<file path="src/rtl/rotcell_pkg.sv">
package rotcell_pkg;

  typedef enum logic [1:0] {
    MOD_QPSK   = 2'd0,
    MOD_QAM16  = 2'd1,
    MOD_QAM64  = 2'd2,
    MOD_QAM256 = 2'd3
  } mod_e;

  // Cells in one FEC block: bits per block over bits per cell.
  function automatic int unsigned cells_in_block(input int unsigned bits,
                                                 input int unsigned mod_code);
    return bits / (2 * (mod_code + 1));
  endfunction

endpackage

</file>
<file path="src/rtl/rotcell_rotator.sv">
module rotcell_rotator #(
  parameter int DW = 12,
  parameter int CW = 12
) (
  input  logic signed [DW-1:0] re_i,
  input  logic signed [DW-1:0] im_i,
  input  logic signed [CW-1:0] cos_i,
  input  logic signed [CW-1:0] sin_i,
  output logic signed [DW-1:0] re_o,
  output logic signed [DW-1:0] im_o
);
  localparam int PW = DW + CW + 1;
  localparam int FR = CW - 2;
  localparam logic signed [PW-1:0] HALF = PW'(longint'(1) << (FR - 1));
  localparam logic signed [PW-1:0] MAXV = PW'((longint'(1) << (DW - 1)) - 1);
  localparam logic signed [PW-1:0] MINV = -MAXV - PW'(1);

  logic signed [PW-1:0] re_x, im_x, c_x, s_x;
  logic signed [PW-1:0] sum  [2];
  logic signed [DW-1:0] lane [2];

  assign re_x = PW'(re_i);
  assign im_x = PW'(im_i);
  assign c_x  = PW'(cos_i);
  assign s_x  = PW'(sin_i);

  assign sum[0] = re_x * c_x - im_x * s_x;
  assign sum[1] = re_x * s_x + im_x * c_x;

  for (genvar g = 0; g < 2; g++) begin : g_lane
    logic signed [PW-1:0] shifted;
    assign shifted = (sum[g] + HALF) >>> FR;
    assign lane[g] = (shifted > MAXV) ? MAXV[DW-1:0] :
                     (shifted < MINV) ? MINV[DW-1:0] : shifted[DW-1:0];
  end

  assign re_o = lane[0];
  assign im_o = lane[1];
endmodule

</file>
<file path="src/rtl/rotcell_blkctl.sv">
module rotcell_blkctl
  import rotcell_pkg::*;
#(
  parameter int SHORT_BITS = 16200,
  parameter int LONG_BITS  = 64800,
  parameter int CNT_W      = $clog2(LONG_BITS / 2 + 1)
) (
  input  logic             clk_i,
  input  logic             rst_ni,
  input  logic             acc_i,
  input  logic             sob_i,
  input  logic [1:0]       mod_i,
  input  logic             long_i,
  input  logic             en_i,
  output mod_e             cur_mod_o,
  output logic             cur_en_o,
  output logic [CNT_W-1:0] cur_idx_o,
  output logic             cur_last_o,
  output logic             cur_drop_o,
  output logic             err_o
);
  localparam int NLEN = 8;

  logic [CNT_W-1:0] len_tab [NLEN];
  for (genvar g = 0; g < NLEN; g++) begin : g_len
    localparam int BITS = (g >= 4) ? LONG_BITS : SHORT_BITS;
    assign len_tab[g] = CNT_W'(cells_in_block(BITS, g % 4));
  end

  logic             open_q, open_d;
  logic [CNT_W-1:0] cnt_q, cnt_d;
  mod_e             mod_q;
  logic             long_q, en_q, err_q, err_d;
  logic             cnt_en, cfg_en, cur_long;
  logic [CNT_W-1:0] cur_len;

  always_comb begin
    cur_mod_o  = sob_i ? mod_e'(mod_i) : mod_q;
    cur_long   = sob_i ? long_i : long_q;
    cur_en_o   = sob_i ? en_i : en_q;
    cur_len    = len_tab[{cur_long, cur_mod_o}];
    cur_idx_o  = sob_i ? '0 : cnt_q;
    cur_drop_o = !sob_i && !open_q;
    cur_last_o = !cur_drop_o && (cur_idx_o == cur_len - 1'b1);
    cnt_en     = acc_i && !cur_drop_o;
    cnt_d      = cur_idx_o + 1'b1;
    open_d     = !cur_last_o;
    cfg_en     = acc_i && sob_i;
    err_d      = acc_i && (sob_i ? open_q : !open_q);
  end

  always_ff @(posedge clk_i or negedge rst_ni) begin
    if (!rst_ni) begin
      open_q <= 1'b0;
      cnt_q  <= '0;
      mod_q  <= MOD_QPSK;
      long_q <= 1'b0;
      en_q   <= 1'b0;
      err_q  <= 1'b0;
    end else begin
      err_q <= err_d;
      if (cnt_en) begin
        open_q <= open_d;
        cnt_q  <= cnt_d;
      end
      if (cfg_en) begin
        mod_q  <= mod_e'(mod_i);
        long_q <= long_i;
        en_q   <= en_i;
      end
    end
  end

  assign err_o = err_q;
endmodule

</file>
<file path="src/rtl/rotcell_proc.sv">
module rotcell_proc
  import rotcell_pkg::*;
#(
  parameter int DW         = 12,
  parameter int CW         = 12,
  parameter int SHORT_BITS = 16200,
  parameter int LONG_BITS  = 64800
) (
  input  logic            clk_i,
  input  logic            rst_ni,
  input  logic            in_valid_i,
  output logic            in_ready_o,
  input  logic            in_sob_i,
  input  logic [DW-1:0]   in_re_i,
  input  logic [DW-1:0]   in_im_i,
  input  logic [1:0]      mod_i,
  input  logic            long_i,
  input  logic            rot_en_i,
  input  logic [4*CW-1:0] coef_cos_i,
  input  logic [4*CW-1:0] coef_sin_i,
  output logic            out_valid_o,
  input  logic            out_ready_i,
  output logic [DW-1:0]   out_re_o,
  output logic [DW-1:0]   out_im_o,
  output logic            out_sob_o,
  output logic            out_eob_o,
  output logic            err_o
);
  localparam int CNT_W = $clog2(LONG_BITS / 2 + 1);

  mod_e             cur_mod;
  logic             cur_en, cur_last, cur_drop, acc, out_free;
  logic [CNT_W-1:0] cur_idx;
  logic signed [CW-1:0] cos_sel, sin_sel;
  logic signed [DW-1:0] rot_re, rot_im;

  rotcell_blkctl #(
    .SHORT_BITS(SHORT_BITS),
    .LONG_BITS (LONG_BITS),
    .CNT_W     (CNT_W)
  ) u_ctl (
    .clk_i     (clk_i),
    .rst_ni    (rst_ni),
    .acc_i     (acc),
    .sob_i     (in_sob_i),
    .mod_i     (mod_i),
    .long_i    (long_i),
    .en_i      (rot_en_i),
    .cur_mod_o (cur_mod),
    .cur_en_o  (cur_en),
    .cur_idx_o (cur_idx),
    .cur_last_o(cur_last),
    .cur_drop_o(cur_drop),
    .err_o     (err_o)
  );

  assign cos_sel = coef_cos_i[int'(cur_mod)*CW +: CW];
  assign sin_sel = coef_sin_i[int'(cur_mod)*CW +: CW];

  rotcell_rotator #(.DW(DW), .CW(CW)) u_rot (
    .re_i (in_re_i),
    .im_i (in_im_i),
    .cos_i(cos_sel),
    .sin_i(sin_sel),
    .re_o (rot_re),
    .im_o (rot_im)
  );

  // Output stage and closing-beat slot
  logic          ov_q, ov_d, osob_q, osob_d, oeob_q, oeob_d;
  logic [DW-1:0] ore_q, ore_d, oim_q, oim_d;
  logic          cl_q, cl_d;
  logic [DW-1:0] cl_re_q, cl_re_d, cl_im_q, cl_im_d;
  logic [DW-1:0] first_re_q, prev_im_q;
  logic          first_en, prev_en;

  assign out_free   = !ov_q || out_ready_i;
  assign in_ready_o = out_free && !cl_q;
  assign acc        = in_valid_i && in_ready_o;

  always_comb begin
    ov_d     = 1'b0;
    ore_d    = ore_q;
    oim_d    = oim_q;
    osob_d   = 1'b0;
    oeob_d   = 1'b0;
    cl_d     = cl_q;
    cl_re_d  = cl_re_q;
    cl_im_d  = cl_im_q;
    first_en = 1'b0;
    prev_en  = 1'b0;
    if (cl_q) begin
      ov_d   = 1'b1;
      ore_d  = cl_re_q;
      oim_d  = cl_im_q;
      oeob_d = 1'b1;
      cl_d   = 1'b0;
    end else if (acc && !cur_drop) begin
      if (!cur_en) begin
        ov_d   = 1'b1;
        ore_d  = in_re_i;
        oim_d  = in_im_i;
        osob_d = (cur_idx == '0);
        oeob_d = cur_last;
      end else begin
        prev_en = 1'b1;
        if (cur_idx == '0) begin
          first_en = 1'b1;
        end else begin
          ov_d   = 1'b1;
          ore_d  = rot_re;
          oim_d  = prev_im_q;
          osob_d = (cur_idx == CNT_W'(1));
          if (cur_last) begin
            cl_d    = 1'b1;
            cl_re_d = first_re_q;
            cl_im_d = rot_im;
          end
        end
      end
    end
  end

  always_ff @(posedge clk_i or negedge rst_ni) begin
    if (!rst_ni) begin
      ov_q       <= 1'b0;
      ore_q      <= '0;
      oim_q      <= '0;
      osob_q     <= 1'b0;
      oeob_q     <= 1'b0;
      cl_q       <= 1'b0;
      cl_re_q    <= '0;
      cl_im_q    <= '0;
      first_re_q <= '0;
      prev_im_q  <= '0;
    end else begin
      if (out_free) begin
        ov_q    <= ov_d;
        ore_q   <= ore_d;
        oim_q   <= oim_d;
        osob_q  <= osob_d;
        oeob_q  <= oeob_d;
        cl_q    <= cl_d;
        cl_re_q <= cl_re_d;
        cl_im_q <= cl_im_d;
      end
      if (first_en) first_re_q <= rot_re;
      if (prev_en)  prev_im_q  <= rot_im;
    end
  end

  assign out_valid_o = ov_q;
  assign out_re_o    = ore_q;
  assign out_im_o    = oim_q;
  assign out_sob_o   = osob_q;
  assign out_eob_o   = oeob_q;
endmodule

</file>
<file path="config.mk">
export PLATFORM = sky130hd
export DESIGN_NAME = rotcell_proc
export DESIGN_NICKNAME = d
export VERILOG_FILES = /design/src/rtl/rotcell_pkg.sv /design/src/rtl/rotcell_rotator.sv /design/src/rtl/rotcell_blkctl.sv /design/src/rtl/rotcell_proc.sv
export SDC_FILE = /design/constraint.sdc
export NUM_CORES = 2
export LEC_CHECK = 0
export BUFFER_PORTS_ARGS = -buffer_cell sky130_fd_sc_hd__buf_4
export CAP_MARGIN = 10
export CORE_UTILIZATION = 30
export CTS_BUF_LIST = sky130_fd_sc_hd__clkbuf_2 sky130_fd_sc_hd__clkbuf_4 sky130_fd_sc_hd__clkbuf_8
export CTS_CLUSTER_DIAMETER = 60
export CTS_CLUSTER_SIZE = 8
export DETAILED_ROUTE_END_ITERATION = 7
export GPL_ROUTABILITY_DRIVEN = 0
export MAX_ROUTING_LAYER = met4
export PLACE_DENSITY_LB_ADDON = 0.2
export REMOVE_ABC_BUFFERS = 1
export SLEW_MARGIN = 30
export SYNTH_ARGS = -nofsm -noshare
export SYNTH_HDL_FRONTEND = slang
export SYNTH_SLANG_ARGS = --single-unit
</file>
<file path="constraint.sdc">
create_clock -name clk_i -period 9 [get_ports clk_i]
set_clock_uncertainty 0.15 [all_clocks]
set_input_delay 0.45 -clock clk_i [delete_from_list [all_inputs] [get_ports clk_i]]
set_output_delay 0.45 -clock clk_i [all_outputs]
set_load 0.01 [all_outputs]
</file>
Yosys cells after proc, flatten, opt, wreduce, memory -nomap -nowiden
Memories as Yosys holds them, arrays and structs flattened.
Cells that the tools add are included.

operators by class
  add/sub/neg operators = 6
  multipliers = 5
  order comparisons = 5
  equality and inequality tests = 3
  shifts and indexed selects = 2
  multiplexer cells = 42
  bitwise logic cells = 3
  reduce and logical (&&, ||, !) cells = 18

operator list
  kind                      number
  $mux W12                  12
  $mul A12 B12 Y24          4
  $shiftx A48 B7 Y12        2
  $add A25 B11 Y25 const B  2
  $mux W15                  3
  $gt A15 B12 Y1 const B    2
  $lt A15 B12 Y1 const B    2
  $mux W1                   26
  $add A25 B25 Y25          1
  $sub A25 B25 Y25          1
  $add A15 B1 Y15 const B   1
  $eq A15 B1 Y1 const B     1
  $eq A15 B15 Y1            1
  $logic_not A15 Y1         1
  $sub A15 B1 Y15 const B   1
  $logic_and A1 B1 Y1       7
  $logic_not A1 Y1          6
  $reduce_and A6 Y1         1
  $ge A4 B4 Y1 const B      1
  $mul A2 B2 Y4 const B     1
  $not A3 Y4                1
  $ne A3 B3 Y1 const B      1
  $reduce_and A3 Y1         1
  $mux W2                   1
  3 further kinds           4

storage, ports and cells
  register bits = 97
  memory bits (read-only) = 120
  bits of input ports = 129
  output and inout bits = 29
  logic and storage cells = 101
  memories kept = 1

memory list
  name             words  bits a word  rd ports  clocked after Yosys merged registers in  wr ports  line                  source
  (no name shown)  8      15           1         0                                        0         rotcell_blkctl.sv:41  cur_len = len_tab[{cur_long, cur_mod_o}];

Depth between registers and ports, before layout
  word-level depth = 13
  depth in mapped cells = 47
  gate-level depth less buffers = 41

Cells and area by module
A second synthesis with hierarchy kept.

second synthesis, totals
  cell total of the unflattened synthesis = 2990
  area total of the unflattened synthesis = 29034.1 sq um

by module, submodules not included
  module           times used  cells each  area each (sq um)  seq. area each (sq um)
  rotcell_rotator  1           2478        22990.8            0.0
  rotcell_proc     1           294         4191.5             1901.8
  rotcell_blkctl   1           218         1851.8             525.5

Worst setup path after synthesis
No wires, ideal clock.

  path kind = input -> register
  start = input in_sob_i
  end = register first_re_q[10]
  setup time = 0.132 ns
  data arrival time = 9.307 ns
  required time = 8.718 ns
  path slack = -0.589 ns
  cell stages on the path = 44
  path buffers = 5
  cell sequence = buf_4 -> nand2_1 -> nand2_1 -> inv_1 -> clkbuf_1 -> buf_1 -> clkbuf_1 -> nand2_1 -> and3_1 -> a31oi_1 -> clkbuf_1 -> nand2_1 -> fa_1 -> inv_1 -> ha_1 -> fa_1 -> inv_1 -> fa_1 -> [8 not listed] -> a21oi_1 -> o31ai_1 -> nand2_1 -> a21oi_1 -> xnor2_1 -> ha_1 -> ha_1 -> a21o_1 -> a21o_1 -> a21oi_1 -> nand2_1 -> or3_1 -> o211ai_1 -> o21ai_1 -> a211oi_2 -> nor2_1 -> nor2_1 -> a21oi_1

between the ends
  cells in the longest elaborated chain, start to end = 9
  elaborated cells between the ends (all ways) = 23
  classes of those cells = 2 x add/sub; 3 x mul; 2 x order compare; 2 x shift; 9 x mux; 5 x reduce/logical

RTL lines
  what                                          line                                    source
  start: declaration                            rotcell_proc.sv:13                      input logic in_sob_i,
  $mux W2                                       rotcell_blkctl.sv:38                    cur_mod_o = sob_i ? mod_e'(mod_i) : mod_q;
  $mul A2 B2 Y4                                 rotcell_proc.sv:57, rotcell_proc.sv:58
  $shiftx A48 B7 Y12, on equally long branches  rotcell_proc.sv:57, rotcell_proc.sv:58
  $mul A12 B12 Y24                              rotcell_rotator.sv:27                   assign sum[0] = re_x * c_x - im_x * s_x;
  $sub A25 B25 Y25                              rotcell_rotator.sv:27
  $add A25 B11 Y25                              rotcell_rotator.sv:32                   assign shifted = (sum[g] + HALF) >>> FR;
  $lt A15 B12 Y1                                rotcell_rotator.sv:34                   (shifted < MINV) ? MINV[DW-1:0] : shifted[DW-1:0];
  $mux W12                                      rotcell_rotator.sv:34
  $mux W12                                      rotcell_rotator.sv:33                   assign lane[g] = (shifted > MAXV) ? MAXV[DW-1:0] :
  end signal: assignment                        rotcell_proc.sv:147                     if (first_en) first_re_q <= rot_re;
  end: declaration                              rotcell_proc.sv:74                      logic [DW-1:0] first_re_q, prev_im_q;

Parallel ways exist; a longest one is shown, timed or not.
A chain may end at the register's enable or synchronous reset.

Worst setup path in the final report
  start = register u_ctl.mod_q[1]
  end = register prev_im_q[3]

between the ends
  cells in the longest elaborated chain, start to end = 9
  elaborated cells between the ends (all ways) = 12
  classes of those cells = 2 x add/sub; 3 x mul; 2 x order compare; 2 x shift; 3 x mux

RTL lines
  what                                          line                                    source
  start: declaration                            rotcell_blkctl.sv:32                    mod_e mod_q;
  start signal: assignment                      rotcell_blkctl.sv:67                    mod_q <= mod_e'(mod_i);
  $mux W2 (*)                                   rotcell_blkctl.sv:38
  $mul A2 B2 Y4 (*)                             rotcell_proc.sv:57, rotcell_proc.sv:58
  $shiftx A48 B7 Y12, on equally long branches  rotcell_proc.sv:58, rotcell_proc.sv:57
  $mul A12 B12 Y24                              rotcell_rotator.sv:28                   assign sum[1] = re_x * s_x + im_x * c_x;
  $add A25 B25 Y25 (*)                          rotcell_rotator.sv:28
  $add A25 B11 Y25 (*)                          rotcell_rotator.sv:32
  $lt A15 B12 Y1                                rotcell_rotator.sv:34
  $mux W12                                      rotcell_rotator.sv:34
  $mux W12 (*)                                  rotcell_rotator.sv:33
  end signal: assignment                        rotcell_proc.sv:148                     if (prev_en) prev_im_q <= rot_im;
  end: declaration                              rotcell_proc.sv:74

Mark *: on every way between the ends. The rest lies on a longest branch, timed or not.

==> out/qor.csv <==
metric,value,unit
status,"finished, final reports clean",
Synth area leaders,"fa_1, ha_1, inv_1",
sequential share of the synthesized area,8.11,%
top_reg_cell synth,dfrtp_1,
TNS Setup,0,ps
vias,24700,
layout net count,5028,
largest net degree at the start of global routing,62,
vias in the first global route,25200,
CORE AREA,0.0986,mm2
mux cell area share after synthesis,0.824,%
Cells after Synth,3544,
synthesized area,0.0299,mm2
CP Buf/Inv Count,14,
Synth Register Bits,97,
io pins,158,
Final Critical Period,8960,ps
endpoints failing hold,0,
Slew headroom,42.7,%
crit path kind,reg2reg,
Clock Latency Late Sink,410,ps
Die Footprint,0.101,mm2
most common cell in the synthesized netlist,inv_1,
# rows,115,
clock tree buffer depth,2,
Synth Area in Compound Gates,8.95,%
Hold Path Class,in2reg,
Peak Freq,112,MHz
Pre-Repair DR Iteration Count,8,
CTS root buffer,clkbuf_8,
DP Area,0.0358,mm2
CTS tree,yes,
ANT nets after route,0,
"Largest delay share family, worst path",adder cells,
largest family of logic cells by synthesized area,adder cells,
fin worst setup slack,35.7,ps
Crit path largest cell delay,560,ps
die height,318,um
initial DRC count,1328,
GRT Total Usage,18.5,%
Cell variety after synth,80,
syn avg cell area,8.44,um2
"EDFF count, synth",0,
area added between synthesis and finish,28.7,%
grt total ovfl,0,
H-Tree Depth,3,
Worst-path clk slew,110,ps
layout cell share with drive strength beyond 1,24.3,%
CP max stage cell,fa_1,
per-cell routed wire length,16.8,um
DPL Wire Length,72100,um
crit-path most repeated cell,fa_1,
CTS Buf Count,9,
startpoint types,flop,
simple-gate share of the synthesized area,17.2,%
vias per cell,4.63,
drt drc,0,
first-pass GRT wire length,143000,um
Worst R2R Setup Slack,40,ps
Fillers,10100,
crit path max fanout,7,
initial antenna violation count,3,
Worst Path Required,9180,ps
CTS sink cnt,97,
final setup fails,0,
area share of fa/ha/maj cells after synthesis,49.6,%
Post-synth top cells,"inv_1, fa_1, nand2_1",
Synth top area share,36.9,%
worst path arrival time,9140,ps
Slew @ Worst Pin,859,ps
RSZ-0062 raised after global routing,yes,
async set-reset flop share out of synthesis,100,%
crit share post-route,99.6,%
DP Worst Slack,-600,ps
port bufs,157,
Synth Area in XOR/XNOR,3.86,%
fin area,0.0385,mm2
drt total wl,89600,um
largest area contributor in the netlist,fa_1,
Initial Util,30.4,%
CP Capture Type,flop,
Max Cap Viol,0,
Ys Warns,0,
Slew Limit Fails,0,
Die W,318,um
-- cells by family (layout without fill, tap and decap cells) --
kind of cell | Yosys count | after routing
buffers and inverters | 904 | 1408
XOR/XNOR | 131 | 131
AND/OR/NAND/NOR | 1114 | 1114
AO/OA/AOI/OAI | 421 | 421
adder cells (fa/ha/maj) | 855 | 855
flip-flops | 97 | 97
other | 0 | 3
multiplexers | 22 | 22
-- path summary, 6_finish.rpt --
check,startpoint,end,cells after the start
max,u_ctl.mod_q[1],prev_im_q[3],43
min in group asynchronous,rst_ni,out_im_o[5],2
min,long_i,u_ctl.long_q,2
min reg2reg,out_im_o[3],out_im_o[3],2
max in group asynchronous,rst_ni,cl_re_q[1],3
max reg2reg,u_ctl.mod_q[1],prev_im_q[3],43
-- worst register-to-register path: cells and delay by family (launching register included) --
| kind | cells | cell delay (ps) |
|---|---|---|
| buf+inv | 14 | 1730 |
| fa+ha+maj | 8 | 3350 |
| flops | 1 | 370 |
| compound gates | 11 | 1960 |
| xor+xnor | 1 | 170 |
| simple gates | 9 | 1150 |
-- per-stage QoR --
stage	hold WS (ps)	utilization, %	instances
finish	146	39.1	5338
global route	136	39.1	5336
CTS	119	37.1	5280
detailed placement	309	36.3	5246
global placement	308	36.3	5246
floorplan	4.41	-	3389
-- cells in the final DEF (no fill, tap or decap), drive strengths merged, types with 9 or more instances in the layout --
master  instances
o21ai         103
clkbuf         14
a211oi         13
o21a           17
nand2b         14
and3           34
nor3           36
fa            552
o211ai          9
a21o           27
nor2b          22
xor2           26
buf           639
mux2           18
ha            303
nand2         551
xnor2         105
nand3          46
or2            21
inv           751
and2          195
dfrtp          97
a31oi          42
o31ai          10
a21oi         139
nor2          156
-- registers in the layout, summed over array words and instances, names as in the netlist, 2 cells and up --
register     flops
cl_im_q         12
u_ctl.cnt_q     15
cl_re_q         12
prev_im_q       12
out_im_o        12
u_ctl.mod_q      2
first_re_q      12
out_re_o        12
-- routing by layer --
metal  up-vias  routed length [um]  track usage (%)
met5         -                   0                -
met4         0                1470             3.10
met3        53                3110             1.25
met2       495               40800             29.1
met1     12300               44200             26.4
li1      11900                   -                -
-- repair_timing --
action                                 CTS  global route
setup endpoints to repair               47            48
hold buffers                             1             0
cloned                                   3             6
pin swaps                               33           146
endpoints found under the hold margin   36             0
resized for setup                       87           282
setup buffers                           16            54
-- layout make-up --
class,count,area (um2),area share [%]
inverters,749,2810,7.30
diodes,3,7.51,0.0195
clock inverters,5,62.6,0.162
multi-input cells,2543,25700,66.9
flip-flops and latches,97,2430,6.30
repair buffers,644,5710,14.8
well taps,1287,1610,4.18
clock buffers,10,138,0.357
Power is left out: the tool's default activity adds up to more than one toggle a clock period on the data nets, which glitch-free logic cannot reach.
